[src/rtl/sdram_refresh_pkg.sv]
// Shared types and elaboration-time helpers for the refresh scheduler.
// Assumes timing values in picoseconds and clock frequency in kilohertz.
package sdram_refresh_pkg;

    // Command encoding seen by the memory command path
    typedef enum logic [1:0] {
        RCMD_NOP  = 2'b00,
        RCMD_PREA = 2'b01,
        RCMD_REFA = 2'b10
    } rcmd_e;

    // Sequencer phases: idle, waiting out precharge, holding for row cycle
    typedef enum logic [1:0] {
        SEQ_IDLE  = 2'b00,
        SEQ_CLOSE = 2'b01,
        SEQ_HOLD  = 2'b10
    } seq_state_e;

    // Converts a duration in ps to whole clock cycles, rounded up
    function automatic int unsigned cycles_ceil(input longint unsigned dur_ps,
                                                input longint unsigned clk_khz);
        longint unsigned prod;
        prod = dur_ps * clk_khz;
        return int'((prod + 64'd999_999_999) / 64'd1_000_000_000);
    endfunction

    // Counter width able to hold values 0..n-1, never below one bit
    function automatic int unsigned bits_for(input int unsigned n);
        return (n < 2) ? 1 : $clog2(n);
    endfunction

endpackage

[src/rtl/refresh_interval_timer.sv]
// Free-running down-counter that pulses tick_o once every PERIOD cycles.
// Assumes PERIOD >= 1; the first pulse comes PERIOD edges after reset.
module refresh_interval_timer
    import sdram_refresh_pkg::*;
#(
    parameter int unsigned PERIOD = 3125
) (
    input  logic clk_i,
    input  logic rst_ni,
    output logic tick_o
);
    localparam int unsigned W = bits_for(PERIOD);
    localparam logic [W-1:0] RELOAD = W'(PERIOD - 1);

    logic [W-1:0] cnt_q;

    // Counts down and reloads after reaching zero
    always_ff @(posedge clk_i) begin
        if (!rst_ni) begin
            cnt_q <= RELOAD;
        end else if (cnt_q == '0) begin
            cnt_q <= RELOAD;
        end else begin
            cnt_q <= cnt_q - 1'b1;
        end
    end

    // Expiry pulse is taken straight from the zero state
    always_comb begin
        tick_o = (cnt_q == '0);
    end

endmodule

[src/rtl/refresh_backlog.sv]
// Saturating count of owed refreshes: +1 per interval tick, -1 per issued
// auto-refresh. Assumes retire_i is never raised while the count is zero.
module refresh_backlog
    import sdram_refresh_pkg::*;
#(
    parameter int unsigned MAX_OWED = 8
) (
    input  logic clk_i,
    input  logic rst_ni,
    input  logic tick_i,
    input  logic retire_i,
    output logic pending_o,
    output logic full_o
);
    localparam int unsigned W = bits_for(MAX_OWED + 1);
    localparam logic [W-1:0] LIMIT = W'(MAX_OWED);

    logic [W-1:0] owed_q;

    // Adds and retires owed refreshes, dropping ticks when full
    always_ff @(posedge clk_i) begin
        if (!rst_ni) begin
            owed_q <= '0;
        end else begin
            unique case ({tick_i, retire_i})
                2'b10: if (owed_q != LIMIT) owed_q <= owed_q + 1'b1;
                2'b01: if (owed_q != '0)    owed_q <= owed_q - 1'b1;
                default: owed_q <= owed_q;
            endcase
        end
    end

    // Status flags derived from the stored count
    always_comb begin
        pending_o = (owed_q != '0);
        full_o    = (owed_q == LIMIT);
    end

endmodule

[src/rtl/refresh_sequencer.sv]
// Drives the precharge-all / auto-refresh sequence once the bus is granted
// and spaces commands by the precharge and row cycle times.
// Assumes the arbiter issues nothing to memory while busy_o is high.
module refresh_sequencer
    import sdram_refresh_pkg::*;
#(
    parameter int unsigned TRP_CYC = 4,
    parameter int unsigned TRC_CYC = 14
) (
    input  logic       clk_i,
    input  logic       rst_ni,
    input  logic       pending_i,
    input  logic       grant_i,
    input  logic       bank_open_i,
    output logic       req_o,
    output logic       busy_o,
    output logic       retire_o,
    output logic [1:0] cmd_o
);
    localparam int unsigned SPAN = (TRP_CYC > TRC_CYC) ? TRP_CYC : TRC_CYC;
    localparam int unsigned W = bits_for(SPAN);
    localparam logic [W-1:0] TRP_LOAD = W'((TRP_CYC > 0) ? TRP_CYC - 1 : 0);
    localparam logic [W-1:0] TRC_LOAD = W'((TRC_CYC > 0) ? TRC_CYC - 1 : 0);

    seq_state_e   state_q, state_d;
    logic [W-1:0] cnt_q, cnt_d;
    rcmd_e        cmd_q, cmd_d;
    logic         start;

    // Grant is accepted only while idle with a refresh owed
    always_comb begin
        start = (state_q == SEQ_IDLE) && pending_i && grant_i;
    end

    // Next-state, spacing counter and command selection
    always_comb begin
        state_d  = state_q;
        cnt_d    = cnt_q;
        cmd_d    = RCMD_NOP;
        retire_o = 1'b0;
        unique case (state_q)
            SEQ_IDLE: begin
                if (start && bank_open_i) begin
                    state_d = SEQ_CLOSE;
                    cnt_d   = TRP_LOAD;
                    cmd_d   = RCMD_PREA;
                end else if (start) begin
                    state_d  = SEQ_HOLD;
                    cnt_d    = TRC_LOAD;
                    cmd_d    = RCMD_REFA;
                    retire_o = 1'b1;
                end
            end
            SEQ_CLOSE: begin
                if (cnt_q == '0) begin
                    state_d  = SEQ_HOLD;
                    cnt_d    = TRC_LOAD;
                    cmd_d    = RCMD_REFA;
                    retire_o = 1'b1;
                end else begin
                    cnt_d = cnt_q - 1'b1;
                end
            end
            SEQ_HOLD: begin
                if (cnt_q == '0) begin
                    state_d = SEQ_IDLE;
                end else begin
                    cnt_d = cnt_q - 1'b1;
                end
            end
            default: begin
                state_d = SEQ_IDLE;
                cnt_d   = '0;
            end
        endcase
    end

    // Registers state, counter and the one-cycle command
    always_ff @(posedge clk_i) begin
        if (!rst_ni) begin
            state_q <= SEQ_IDLE;
            cnt_q   <= '0;
            cmd_q   <= RCMD_NOP;
        end else begin
            state_q <= state_d;
            cnt_q   <= cnt_d;
            cmd_q   <= cmd_d;
        end
    end

    // Bus-facing outputs decoded from registered state
    always_comb begin
        busy_o = (state_q != SEQ_IDLE);
        req_o  = pending_i && (state_q == SEQ_IDLE);
        cmd_o  = cmd_q;
    end

endmodule

[src/rtl/sdram_refresh_sched.sv]
// Top of the refresh scheduler: converts time limits to cycles and wires the
// interval timer, backlog counter and command sequencer together.
// Assumes clk_i runs at CLK_KHZ and the arbiter honours busy_o.
module sdram_refresh_sched
    import sdram_refresh_pkg::*;
#(
    parameter int unsigned CLK_KHZ      = 200_000,
    parameter int unsigned RETENTION_MS = 64,
    parameter int unsigned REFRESHES    = 4096,
    parameter int unsigned TRP_PS       = 20_000,
    parameter int unsigned TRC_PS       = 67_500,
    parameter int unsigned MAX_OWED     = 8
) (
    input  logic       clk_i,
    input  logic       rst_ni,
    input  logic       grant_i,
    input  logic       bank_open_i,
    output logic       req_o,
    output logic       urgent_o,
    output logic       busy_o,
    output logic [1:0] cmd_o
);
    localparam longint unsigned INTERVAL_L =
        (longint'(RETENTION_MS) * longint'(CLK_KHZ)) / longint'(REFRESHES);
    localparam int unsigned INTERVAL_CYC = (INTERVAL_L < 1) ? 1 : int'(INTERVAL_L);
    localparam int unsigned TRP_RAW = cycles_ceil(longint'(TRP_PS), longint'(CLK_KHZ));
    localparam int unsigned TRC_RAW = cycles_ceil(longint'(TRC_PS), longint'(CLK_KHZ));
    localparam int unsigned TRP_CYC = (TRP_RAW < 1) ? 1 : TRP_RAW;
    localparam int unsigned TRC_CYC = (TRC_RAW < 1) ? 1 : TRC_RAW;

    logic tick;
    logic retire;
    logic pending;

    refresh_interval_timer #(
        .PERIOD(INTERVAL_CYC)
    ) timer_i (
        .clk_i (clk_i),
        .rst_ni(rst_ni),
        .tick_o(tick)
    );

    refresh_backlog #(
        .MAX_OWED(MAX_OWED)
    ) backlog_i (
        .clk_i    (clk_i),
        .rst_ni   (rst_ni),
        .tick_i   (tick),
        .retire_i (retire),
        .pending_o(pending),
        .full_o   (urgent_o)
    );

    refresh_sequencer #(
        .TRP_CYC(TRP_CYC),
        .TRC_CYC(TRC_CYC)
    ) seq_i (
        .clk_i      (clk_i),
        .rst_ni     (rst_ni),
        .pending_i  (pending),
        .grant_i    (grant_i),
        .bank_open_i(bank_open_i),
        .req_o      (req_o),
        .busy_o     (busy_o),
        .retire_o   (retire),
        .cmd_o      (cmd_o)
    );

endmodule

[config.mk]
export PLATFORM = sky130hd
export DESIGN_NAME = sdram_refresh_sched
export DESIGN_NICKNAME = d
export VERILOG_FILES = /design/src/rtl/sdram_refresh_pkg.sv /design/src/rtl/refresh_interval_timer.sv /design/src/rtl/refresh_backlog.sv /design/src/rtl/refresh_sequencer.sv /design/src/rtl/sdram_refresh_sched.sv
export SDC_FILE = /design/constraint.sdc
export NUM_CORES = 1
export LEC_CHECK = 0
export BUFFER_PORTS_ARGS = -buffer_cell sky130_fd_sc_hd__buf_2
export CORE_ASPECT_RATIO = 0.8
export CORE_UTILIZATION = 63
export CTS_CLUSTER_SIZE = 40
export DETAILED_ROUTE_END_ITERATION = 12
export MAX_ROUTING_LAYER = met4
export PLACE_DENSITY = 0.92
export SLEW_MARGIN = 10
export SYNTH_ARGS = -nofsm -noshare
export SYNTH_HDL_FRONTEND = slang
export SYNTH_SLANG_ARGS = --single-unit
[constraint.sdc]
create_clock -name clk_i -period 6.2 [get_ports clk_i]
set_clock_uncertainty 0.2 [all_clocks]
set_input_delay 0.62 -clock clk_i [delete_from_list [all_inputs] [get_ports clk_i]]
set_output_delay 0.62 -clock clk_i [all_outputs]
set_load 0.05 [all_outputs]
Word-level counts from Yosys, hierarchy flattened

Cells that the tools add are included.

Bits in registers: 24
Input bits: 4
Output and inout port bits: 5

Add/sub/neg operators: 4
Equality and inequality tests: 12
Muxes and demuxes: 21
Bitwise operators: 1
Reduce and logical (&&, ||, !) cells: 13

Operators by type and width:

| cell                                                                    | count |
|---|---|
| 4-bit 2-to-1 mux                                                        | 6 |
| 2-bit 2-to-1 mux                                                        | 7 |
| 12-bit logical NOT                                                      | 1 |
| 4-bit one-hot mux with 3 select lines                                   | 1 |
| 12-bit by 1-bit subtractor with 12-bit output, second input constant    | 1 |
| 2-bit by 1-bit inequality test with 1-bit output, second input constant | 4 |
| 4-bit one-hot mux with 2 select lines                                   | 1 |
| 4-bit by 1-bit subtractor with 4-bit output, second input constant      | 2 |
| 2-bit one-hot mux with 3 select lines                                   | 1 |
| 3-bit AND reduction                                                     | 2 |
| 4-bit by 1-bit adder with 4-bit output, second input constant           | 1 |
| 2-bit by 1-bit equality test with 1-bit output, second input constant   | 2 |
| 2-bit equality test, second input constant                              | 2 |
| 4-bit equality test, second input constant                              | 1 |
| 4-bit logical NOT                                                       | 1 |
| 4-bit inequality test, second input constant                            | 1 |
| 2-bit one-hot mux with 2 select lines                                   | 1 |
| 2-bit nonzero test                                                      | 2 |
| 4-bit nonzero test                                                      | 1 |
| 1-bit logical AND                                                       | 3 |
| 1-bit 2-to-1 mux                                                        | 3 |
| 3-bit by 2-bit inequality test with 1-bit output, second input constant | 1 |
| 2-bit logical NOT                                                       | 1 |
| 2-bit inequality test, second input constant                            | 1 |
| 4 further kinds                                                         | 4 |

Logic depth before layout (Yosys ltp)

Gate-level depths: netlist of the first run.

Depth after elaboration: 9
Mapped depth: 10
Gate-level depth less buffers: 10

Hierarchy

From an unflattened synthesis of the first run, not the netlist that was laid out.

Cell total of the unflattened synthesis: 153
Area, all modules: 1386.3 um^2

Modules (own cells, without submodules):

| module                 | times used | cells an instance | area an instance (um^2) | seq. area each (um^2) |
|---|---|---|---|---|
| refresh_interval_timer | 1          | 63                | 595.6                   | 240.2 |
| refresh_sequencer      | 1          | 57                | 488.0                   | 160.2 |
| refresh_backlog        | 1          | 33                | 302.8                   | 80.1 |

Worst setup path before layout of the first run

No wires, ideal clock.

Path type: reg2reg
Start point: register backlog_i.owed_q[0]
End point: register backlog_i.owed_q[3]
Arrival time: 2541 ps
Required time: 5930 ps
Setup slack: 3389 ps
Cell stages (with the launch flop): 11
Path buffers: 1
Clock period less this slack: 2811 ps
Cell sequence: dfxtp_1 -> buf_6 -> o41ai_4 -> nor2_1 -> a22o_1 -> ha_1 -> ha_1 -> a21oi_1 -> a21oi_1 -> or4b_1 -> a21oi_1

Longest elaborated chain between the ends: 9
Elaborated cells on any way between the ends: 19

RTL lines:

| what                                                                                             | line                                             | text |
|---|---|---|
| start: declaration                                                                               | refresh_backlog.sv:18                            | `logic [W-1:0] owed_q;` |
| start signal: assignment                                                                         | refresh_backlog.sv:26                            | `2'b10: if (owed_q != LIMIT) owed_q <= owed_q + 1'b1;` |
| start signal: assignment                                                                         | refresh_backlog.sv:27                            | `2'b01: if (owed_q != '0) owed_q <= owed_q - 1'b1;` |
| start signal: assignment                                                                         | refresh_backlog.sv:28                            | `default: owed_q <= owed_q;` |
| 4-bit nonzero test (*)                                                                           | refresh_backlog.sv:35                            | `pending_o = (owed_q != '0);` |
| 1-bit logical AND (*) (2 in a row)                                                               | refresh_sequencer.sv:32                          | `start = (state_q == SEQ_IDLE) && pending_i && grant_i;` |
| 1-bit 2-to-1 mux or 1-bit logical AND (tied branches)                                            | refresh_sequencer.sv:47, refresh_sequencer.sv:43 |  |
| 1-bit 2-to-1 mux (*)                                                                             | refresh_sequencer.sv:43                          | `if (start && bank_open_i) begin` |
| 1-bit one-hot mux with 2 select lines (*)                                                        | refresh_sequencer.sv:41                          | `unique case (state_q)` |
| net backlog_i.retire_i                                                                           | refresh_backlog.sv:11                            | `input logic retire_i,` |
| 2-bit by 1-bit equality test with 1-bit output or 2-bit equality test (tied branches)            | refresh_backlog.sv:25                            | `unique case ({tick_i, retire_i})` |
| 2-bit by 1-bit inequality test with 1-bit output (no line) or 2-bit nonzero test (tied branches) | n/a                                              |  |
| 3-bit AND reduction (no line)                                                                    | n/a                                              |  |

The timed path passes the listed nets; every way through them passes the cells marked *. The select of a mux whose other input is x is not followed.
A chain may end at the register's enable or synchronous reset.

Worst setup path in the final report of the first run

Start point: register timer_i.cnt_q[0]
End point: register backlog_i.owed_q[3]

Longest elaborated chain between the ends: 4
Elaborated cells on any way between the ends: 8

RTL lines:

| what                                                                                             | line                         | text |
|---|---|---|
| start: declaration                                                                               | refresh_interval_timer.sv:15 | `logic [W-1:0] cnt_q;` |
| start signal: assignment                                                                         | refresh_interval_timer.sv:24 | `cnt_q <= cnt_q - 1'b1;` |
| 12-bit logical NOT (*)                                                                           | refresh_interval_timer.sv:30 | `tick_o = (cnt_q == '0);` |
| 2-bit by 1-bit equality test with 1-bit output or 2-bit equality test (tied branches)            | refresh_backlog.sv:25        |  |
| 2-bit by 1-bit inequality test with 1-bit output (no line) or 2-bit nonzero test (tied branches) | n/a                          |  |
| 3-bit AND reduction (no line)                                                                    | n/a                          |  |

Mark *: on every way between the ends. The rest lies on a longest branch, timed or not.

==> qor.yml, run 1 <==
drt:
  dr.first_iter.drc_count: 31
  routed_via_density: 6.12
  drc_errors: 0
  wl_per_cell_um: 15.6
  dr.pass1.iters: 4
  vias: 1107
  postRouteAntennaNets: 0
  totalWireLength_mm: 2.82
place:
  dp_hpwl_mm: 2.00
  placed_cells: 177
  io_buffer_count: 8
  routabilityCongestion: 0.826
die:
  die_w_um: 53.5
  die_y_um: 43.2
  start_util_pct: 68.8
  dieArea_um2: 2310
  io_pins: 9
  coreArea_um2: 1940
  rows: 14
yosys:
  ys_warn_count: 0
  avgSynthCellArea_um2: 9.10
  synth_seq_cells: 24
  synth-seq-area-share_pct: 35.9
  syn-num-nets: 159
  netlist_area_um2: 1340
  syn_inst: 147
  async_flop_share_pct: 0
  yosysUniqueCellTypes: 49
  synth_enable_flop_cells: 0
  synthFlopType: "dfxtp_1"
critical_path:
  ff2ff_setup_slack_ps: 3030
  arrival_ps: 3240
  startpoint_type: "flop"
  cp.required_ps: 6270
  cp-end-kind: "flop"
  path_class: "flop to flop"
  max_stage_delay_ps: 510
  path_cells: "inv_1 > ha_1 > nor4b_1 > nand3_1 > ha_1 > ha_1 > a21oi_1 > a21oi_1 > or4b_1 > a21oi_1"
  cp_max_fo: 5
  slowest_stage: "or4b_1"
final_layout:
  final-instance-count-excl-fill: 181
  fillCellCount: 137
  seqCellArea_um2: 480
  mostFrequentLayoutCells: "dfxtp_1, nor2_1, inv_1"
  area_growth_pct: 7.95
  multi_input_area_um2: 796
  num-nets-final: 170
  layout_commonest_cell: "dfxtp_1"
  postLayoutCoreUtil_pct: 74.3
  drive_gt1_share_pct: 14.6
  n_antenna_cell: 0
clock_tree:
  cts_inserted_buffers: 3
  post_cts_buffers: 0
  cts.sinks: 24
  cts_hold_buf: 0
  clk_path_buf_depth: 2
  htreeDepth: 1
  path_clk_slew_ps: 140
  root_buffer: "clkbuf_4"
  cts_tree: "built"
  clk_latency_ps: 330
  ctsResizeCount: 0
sta:
  timing.fmax_mhz: 316
  relSlewSlack_pct: 58.1
  layout_min_cycle_time_ps: 3170
  hold_violations: 0
  timing.hold.ws_ps: 328
  tightest_slew_ps: 623
  rsz0062_at_grt: "false"
  setup_tns_ps: 0
  setup_viol: 0
  finalCritPeriodShare_pct: 51.1
  report.final.slew_viol_count: 0
grt:
  grt_pass1_wl_mm: 4.83
  grt_max_degree: 15
  track_usage_pct: 30.0
  antenna_found_initial: 0
  gr-total-overflow: 0
  grt_pass1_vias: 1020
outcome:
  status: "finished, final reports clean"
min_path:
  hp-class: "flop to flop"
pwr:
  p_leak_nw: 0.557
  peakVddDrop_uv: 242
  cellPowerDensity_nw_per_um2: 251
  p_total_uw: 362
job:
  max_cap_viol_count: 0
==> synth_stat cells (all sizes together) (3+ instances only) <==
library cell	number	area (µm²)
dfxtp	24	480
o21ai	3	15.0
a21oi	7	35.0
nor3b	5	47.5
nor3	6	30.0
ha	7	87.6
nand2	10	37.5
nor4	4	37.5
nand3	4	20.0
inv	12	45.0
xnor2	7	61.3
nor2	16	60.1
==> worst max-delay path, delay by kind of cell (launching register included) <==
family / cells / cell delay (ps)
adders and majority gates: 3 / 770
AOI/OAI and AO/OA: 3 / 490
and+or+nand+nor: 3 / 1180
DFF: 1 / 380
buffers and inverters: 1 / 100
==> path summary, 6_finish.rpt <==
| check | startpoint | endpoint | cells past startpoint |
|---|---|---|---|
| setup / recovery | timer_i.cnt_q[0]$_SDFF_PP0_ | backlog_i.owed_q[3]$_SDFFE_PN0P_ | 10 |
| hold / removal | timer_i.cnt_q[10]$_SDFF_PP1_ | timer_i.cnt_q[10]$_SDFF_PP1_ | 1 |
| hold reg to reg | timer_i.cnt_q[10]$_SDFF_PP1_ | timer_i.cnt_q[10]$_SDFF_PP1_ | 1 |
| setup reg to reg | timer_i.cnt_q[0]$_SDFF_PP0_ | backlog_i.owed_q[3]$_SDFFE_PN0P_ | 10 |
==> cell type report <==
| class | instances | share of cell area, % |
|---|---|---|
| clock buffers | 3 | 1.56 |
| clock inverters | 1 | 2.08 |
| inverters | 12 | 3.12 |
| multi-input cells | 109 | 55.1 |
| flip-flops and latches | 24 | 33.3 |
| well taps | 24 | 2.08 |
| repair buffers | 8 | 2.77 |
==> registers in the layout, indices dropped and copies added (netlist names) <==
name / flops
seq_i.state_q: 2
seq_i.cmd_o: 2
seq_i.cnt_q: 4
timer_i.cnt_q: 12
backlog_i.owed_q: 4
==> power by group <==
part / leakage [nW] / switching [mW] / internal [mW]
logic: 0.334 / 0.0388 / 0.0294
clock network: 0.0279 / 0.0496 / 0.0654
registers: 0.195 / 0.0149 / 0.164
total: 0.557 / 0.103 / 0.258
==> per-stage QoR <==
stage          cell area (µm²)  worst slack [ps]
2_1_floorplan             1340              3390
3_3_place_gp              1390              3250
3_5_place_dp              1390              3090
4_1_cts                   1440              3030
5_1_grt                   1440              2750
6_report                  1440              3030
==> cells by family after synthesis <==
logic type	count (synthesis)	synth area share (%)
DFF	24	35.9
and+or+nand+nor	61	26.7
muxes	2	1.50
xor gates and xnor gates	9	5.89
AOI/OAI and AO/OA	29	17.4
buffers and inverters	14	4.58
adders and majority gates	8	8.04
==> per-layer routing <==
metal	GRT usage, %	vias up	wire (µm)
met5	-	-	0
li1	-	547	-
met1	38.1	520	1250
met4	6.84	0	28
met3	7.89	4	130
met2	47.3	36	1410
(Power assumes the default switching activity.)
==> run 2, diff against run 1 <==
ABC_AREA = 1   (was not set)
CORE_UTILIZATION = 53   (was 63)
PLACE_DENSITY = 0.83   (was 0.92)
clock period = 2.7 ns   (was 6.2 ns; I/O delays follow)
==> qor.yml, run 2 <==
drt:
  totalWireLength_mm: 2.54
  top_layer_used: "met4"
  dr.first_iter.drc_count: 16
  drc_errors: 0
  met3_length_um: 133
  wl_per_cell_um: 11.5
  vias: 1124
  postRouteAntennaNets: 0
  dr.pass1.iters: 4
  routed_via_density: 5.09
  wl_met2_mm: 1.24
  met1Wirelength_mm: 1.14
yosys:
  synthTopCellsByArea: "dfxtp_1, nand2_1, ha_1"
  syn_inst: 173
  synth_enable_flop_cells: 0
  synth_common_cells: "nand2_1, dfxtp_1, inv_1, nand3_1, nor2_1"
  syn-num-nets: 185
  synthFlopType: "dfxtp_1"
  yosysUniqueCellTypes: 30
  synth-seq-area-share_pct: 34.5
  synth.most_common_cell: "nand2_1"
  ys_warn_count: 0
  synth_top_area_share_pct: 34.5
  avgSynthCellArea_um2: 8.04
  synth_seq_cells: 24
  synth_area_leader_cell: "dfxtp_1"
  async_flop_share_pct: 0
  netlist_area_um2: 1390
pwr:
  p_sw_uw: 535
  p_leak_nw: 0.658
  switching_share_pct: 43.9
  peakVddDrop_uv: 506
  cellPowerDensity_nw_per_um2: 805
  p_total_mw: 1.22
  seq_power_share_pct: 37.5
  combPwrFrac_pct: 47.2
  p_clk_share_pct: 15.3
  internal_power_uw: 682
place:
  dp_hpwl_mm: 1.97
  post_dp_cell_area_um2: 1480
  io_buffer_count: 8
  placed_cells: 217
  routabilityCongestion: 0.866
clock_tree:
  htreeDepth: 1
  clk_latency_ps: 310
  cts_inserted_buffers: 3
  ctsResizeCount: 0
  root_buffer: "clkbuf_4"
  post_cts_buffers: 0
  cts.sinks: 24
  path_clk_slew_ps: 130
  clk_path_buf_depth: 2
  cts_tree: "built"
  cts_hold_buf: 0
final_layout:
  largest-register: "timer_i.cnt_q"
  mostFrequentLayoutCells: "nand2_1, dfxtp_1, inv_1"
  largest_register_ffs: 12
  drive_gt1_share_pct: 23.8
  layout_commonest_cell: "nand2_1"
  area_growth_pct: 8.72
  fillCellCount: 230
  num-nets-final: 198
  n_antenna_cell: 0
  reg_top3: "timer_i.cnt_q: 12 flops, backlog_i.owed_q: 4 flops, seq_i.cnt_q: 4 flops"
  stdcell_area_um2: 1510
  final-instance-count-excl-fill: 221
outcome:
  status: "finished, final reports clean"
sta:
  relSlewSlack_pct: 72.5
  rsz0062_at_grt: "false"
  report.final.slew_viol_count: 0
  setup_tns_ps: 0
  setup_viol: 0
  finalCritPeriodShare_pct: 93.5
  timing.fmax_mhz: 396
  hold_violations: 0
  layout_min_cycle_time_ps: 2520
  tightest_slew_ps: 412
die:
  io_pins: 9
  die_w_um: 59.3
  dieArea_um2: 2840
  start_util_pct: 56.5
  rows: 16
  die_y_um: 47.8
  coreArea_um2: 2460
critical_path:
  arrival_ps: 2570
  path_class: "flop to flop"
  startpoint_type: "flop"
  cp-end-kind: "flop"
  cp.required_ps: 2750
  cp_max_fo: 5
min_path:
  hp-class: "input port to flop"
job:
  max_cap_viol_count: 0
grt:
  grt_max_degree: 14
  grt_pass1_vias: 964
  grt_pass1_wl_mm: 4.13
  antenna_found_initial: 0
  track_usage_pct: 20.4
  gr-total-overflow: 0
==> run 2: changes by cell type in the layout (fill, tap and decap cells not counted), sizes merged, moves of 6 or more <==
cell	delta
a21oi	+6
inv	+16
nand2	+24
nand3	+10
nor2	+10
nor3	-6
==> run 2: area by class of cell <==
cell class	count	area (µm²)	area share, %
multi-input combinational	121	798	52.8
sequential	24	480	31.8
inverter	28	113	7.44
tap	36	45.0	2.98
timing repair buffer	8	40.0	2.65
clock buffer	4	36.3	2.40
==> run 2: worst max-delay path, stage by stage (launching register included) <==
cell and delay (ps):
dfxtp_1 400, inv_1 90, ha_1 240, nand3_1 130
inv_1 70, nand2_1 110, o21ai_2 90, ha_1 270
ha_1 350, a21oi_1 130, nand2_1 70, xnor2_1 140
nand2_1 60, a21oi_1 120
==> run 2: final timing paths <==
path	from	endpoint	slack (ps)	cells after the start
worst max-delay path	seq_i.cnt_q[0]$_SDFFE_PN0P_	backlog_i.owed_q[3]$_SDFFE_PN0P_	180	13
worst min register to register	timer_i.cnt_q[0]$_SDFF_PP0_	timer_i.cnt_q[0]$_SDFF_PP0_	280	1
worst min-delay path	rst_ni	backlog_i.owed_q[1]$_SDFFE_PN0P_	40	3
worst max register to register	seq_i.cnt_q[0]$_SDFFE_PN0P_	backlog_i.owed_q[3]$_SDFFE_PN0P_	180	13
==> run 2: layer usage <==
layer	vias to the layer above	track usage, %
li1	584	-
met1	509	25.0
met2	29	35.3
met3	2	4.05
met4	0	4.29
met5	-	-
==> run 2: through the flow <==
| stage | hold WS, ps | setup WS, ps | util (%) |
|---|---|---|---|
| after floorplan | 193 | 430 | - |
| after global placement | 237 | 328 | 60.0 |
| after detailed placement | 258 | 222 | 60.0 |
| after CTS | 8.12 | 203 | 61.4 |
| after global routing | 8.97 | 5.15 | 61.4 |
| final | 36.1 | 175 | 61.4 |
==> run 2: power by group through the flow <==
stage               clock, mW  sequential, mW  combinational (mW)
floorplan                   0           0.466               0.458
global placement            0           0.459               0.553
detailed placement          0           0.464               0.566
CTS                     0.198           0.455               0.570
global route            0.211           0.462               0.629
finish                  0.186           0.457               0.574
==> run 2: cell families after synthesis <==
group                    count (synthesis)  synth area share [%]
AND/OR/NAND/NOR                         81                  33.6
buffers and inverters                   28                  8.09
AO/OA/AOI/OAI                           24                  11.0
flip-flops                              24                  34.5
XOR/XNOR                                 8                  5.04
adder cells (fa/ha/maj)                  8                  7.73
==> run 3, diff against run 2 <==
BUFFER_PORTS_ARGS = -buffer_cell sky130_fd_sc_hd__clkbuf_2   (was -buffer_cell sky130_fd_sc_hd__buf_2)
==> qor.yml, run 3 (same netlist as run 2, synthesis figures left out) <==
outcome:
  status: "finished, final reports clean"
critical_path:
  cp-end-kind: "flop"
  slowest_stage: "dfxtp_2"
  path_cells: "inv_1 > ha_1 > nand3_1 > inv_1 > nand2_1 > o21ai_2 > ha_2 > ha_1 > a21oi_1 > nand2_1 > xnor2_1 > nand2_1 > a21oi_1"
  cp_max_fo: 5
  crit_top_cell: "nand2_1"
  max_stage_delay_ps: 380
  path_class: "flop to flop"
  startpoint_type: "flop"
  arrival_ps: 2530
  r2r-start: "seq_i.cnt_q[0]$_SDFFE_PN0P_"
  cp.required_ps: 2750
  startpoint: "seq_i.cnt_q[0]$_SDFFE_PN0P_"
clock_tree:
  cts_hold_buf: 0
  cts_inserted_buffers: 3
  htreeDepth: 1
  root_buffer: "clkbuf_4"
  cts_tree: "built"
  path_clk_slew_ps: 130
  cts.sinks: 24
  clk_latency_ps: 320
  clk_path_buf_depth: 2
drt:
  top_layer_used: "met4"
  met3_length_um: 82
  drc_errors: 0
  dr.pass1.iters: 4
  met1Wirelength_mm: 1.16
  vias: 1103
  dr.first_iter.drc_count: 42
  totalWireLength_mm: 2.47
  routed_via_density: 5.01
  wl_met2_mm: 1.21
  postRouteAntennaNets: 0
  wl_per_cell_um: 11.2
place:
  routabilityCongestion: 0.881
  dp_hpwl_mm: 1.96
  io_buffer_count: 8
grt:
  grt_pass1_wl_mm: 4.31
  grt_max_degree: 13
  grt_pass1_vias: 1038
  gr-total-overflow: 0
  track_usage_pct: 21.1
  antenna_found_initial: 0
die:
  dieArea_um2: 2840
  start_util_pct: 56.5
  coreArea_um2: 2460
  die_y_um: 47.8
  rows: 16
  io_pins: 9
  die_w_um: 59.3
sta:
  setup_viol: 0
  rsz0062_at_grt: "false"
  tightest_slew_ps: 434
  relSlewSlack_pct: 71.0
  setup_tns_ps: 0
  timing.fmax_mhz: 404
  report.final.slew_viol_count: 0
  hold_violations: 0
  finalCritPeriodShare_pct: 91.7
  layout_min_cycle_time_ps: 2470
min_path:
  worstHoldStart: "rst_ni"
  hp-class: "input port to flop"
pwr:
  internal_power_uw: 654
  p_leak_nw: 0.646
  peakVddDrop_uv: 493
  combPwrFrac_pct: 48.2
  seq_power_share_pct: 38.3
  p_clk_share_pct: 13.5
  cellPowerDensity_nw_per_um2: 793
  p_total_mw: 1.19
  switching_share_pct: 45.1
  p_sw_uw: 538
final_layout:
  largest-register: "timer_i.cnt_q"
  mostFrequentLayoutCells: "nand2_1, inv_1, dfxtp_1"
  area_growth_pct: 8.00
  reg_top3: "timer_i.cnt_q: 12 flops, backlog_i.owed_q: 4 flops, seq_i.cnt_q: 4 flops"
  layout_commonest_cell: "nand2_1"
  num-nets-final: 198
  largest_register_ffs: 12
  drive_gt1_share_pct: 24.5
  n_antenna_cell: 0
job:
  max_cap_viol_count: 0
run 3: cell types whose count changed in the layout (fill, tap and decap cells not counted):
cell      previous run  this run
ha_1                 7         6
clkbuf_2             0         8
ha_2                 0         1
dfxtp_2              0         1
clkbuf_8             1         0
buf_2                8         0
dfxtp_1             24        23
run 3: per-layer routing:
metal	up-vias	track usage, %
met3	2	4.86
met1	507	24.8
met4	0	4.29
met5	-	-
li1	578	-
met2	16	37.3
run 3: power groups by stage:
| stage | registers [mW] | clock network [mW] | logic, mW |
|---|---|---|---|
| 3_5_place_dp | 0.463 | 0 | 0.567 |
| 3_3_place_gp | 0.460 | 0 | 0.552 |
| 6_report | 0.457 | 0.161 | 0.574 |
| 2_1_floorplan | 0.466 | 0 | 0.458 |
| 5_1_grt | 0.465 | 0.179 | 0.644 |
| 4_1_cts | 0.455 | 0.167 | 0.570 |
run 3: area by class of cell:
type / instances / area (µm²)
Clock buffer: 3 / 22.5
Inverter: 28 / 113
Multi-Input combinational cell: 121 / 801
Timing Repair Buffer: 8 / 40.0
Sequential cell: 24 / 482
Fill cell: 223 / 960
Tap cell: 36 / 45.0
run 3: through the flow:
| step | hold slack (ps) | util, % | instance area, µm² | instances | worst slack, ps |
|---|---|---|---|---|---|
| after floorplan | 193 | - | 1390 | 173 | 430 |
| after global placement | 238 | 60.0 | 1480 | 217 | 335 |
| after detailed placement | 242 | 60.0 | 1480 | 217 | 167 |
| after CTS | 12.8 | 60.9 | 1500 | 220 | 135 |
| after global routing | 36.4 | 61.0 | 1500 | 220 | 11.8 |
| final | 32.0 | 61.0 | 1500 | 220 | 225 |
run 3: repair_timing:
| action | in CTS | in global routing |
|---|---|---|
| gates resized for setup | 0 | 2 |
| endpoints found under the hold margin | 0 | 0 |
| setup buffers | 0 | 0 |
| endpoints found under the setup margin | 0 | 1 |
run 3: worst max-delay path, delay by kind of cell (launching register included):
kind	cells	cell delay, ps
buf+inv	2	130
compound gates	3	380
fa+ha+maj	3	790
simple gates	4	380
xor+xnor	1	130
flops	1	380
run 3: worst paths after layout:
check                                           to  slack, ps  cells past startpoint
hold / removal    backlog_i.owed_q[1]$_SDFFE_PN0P_         30                      3
hold reg to reg        timer_i.cnt_q[0]$_SDFF_PP0_        260                      1
setup / recovery  backlog_i.owed_q[3]$_SDFFE_PN0P_        230                     13
setup reg to reg  backlog_i.owed_q[3]$_SDFFE_PN0P_        230                     13
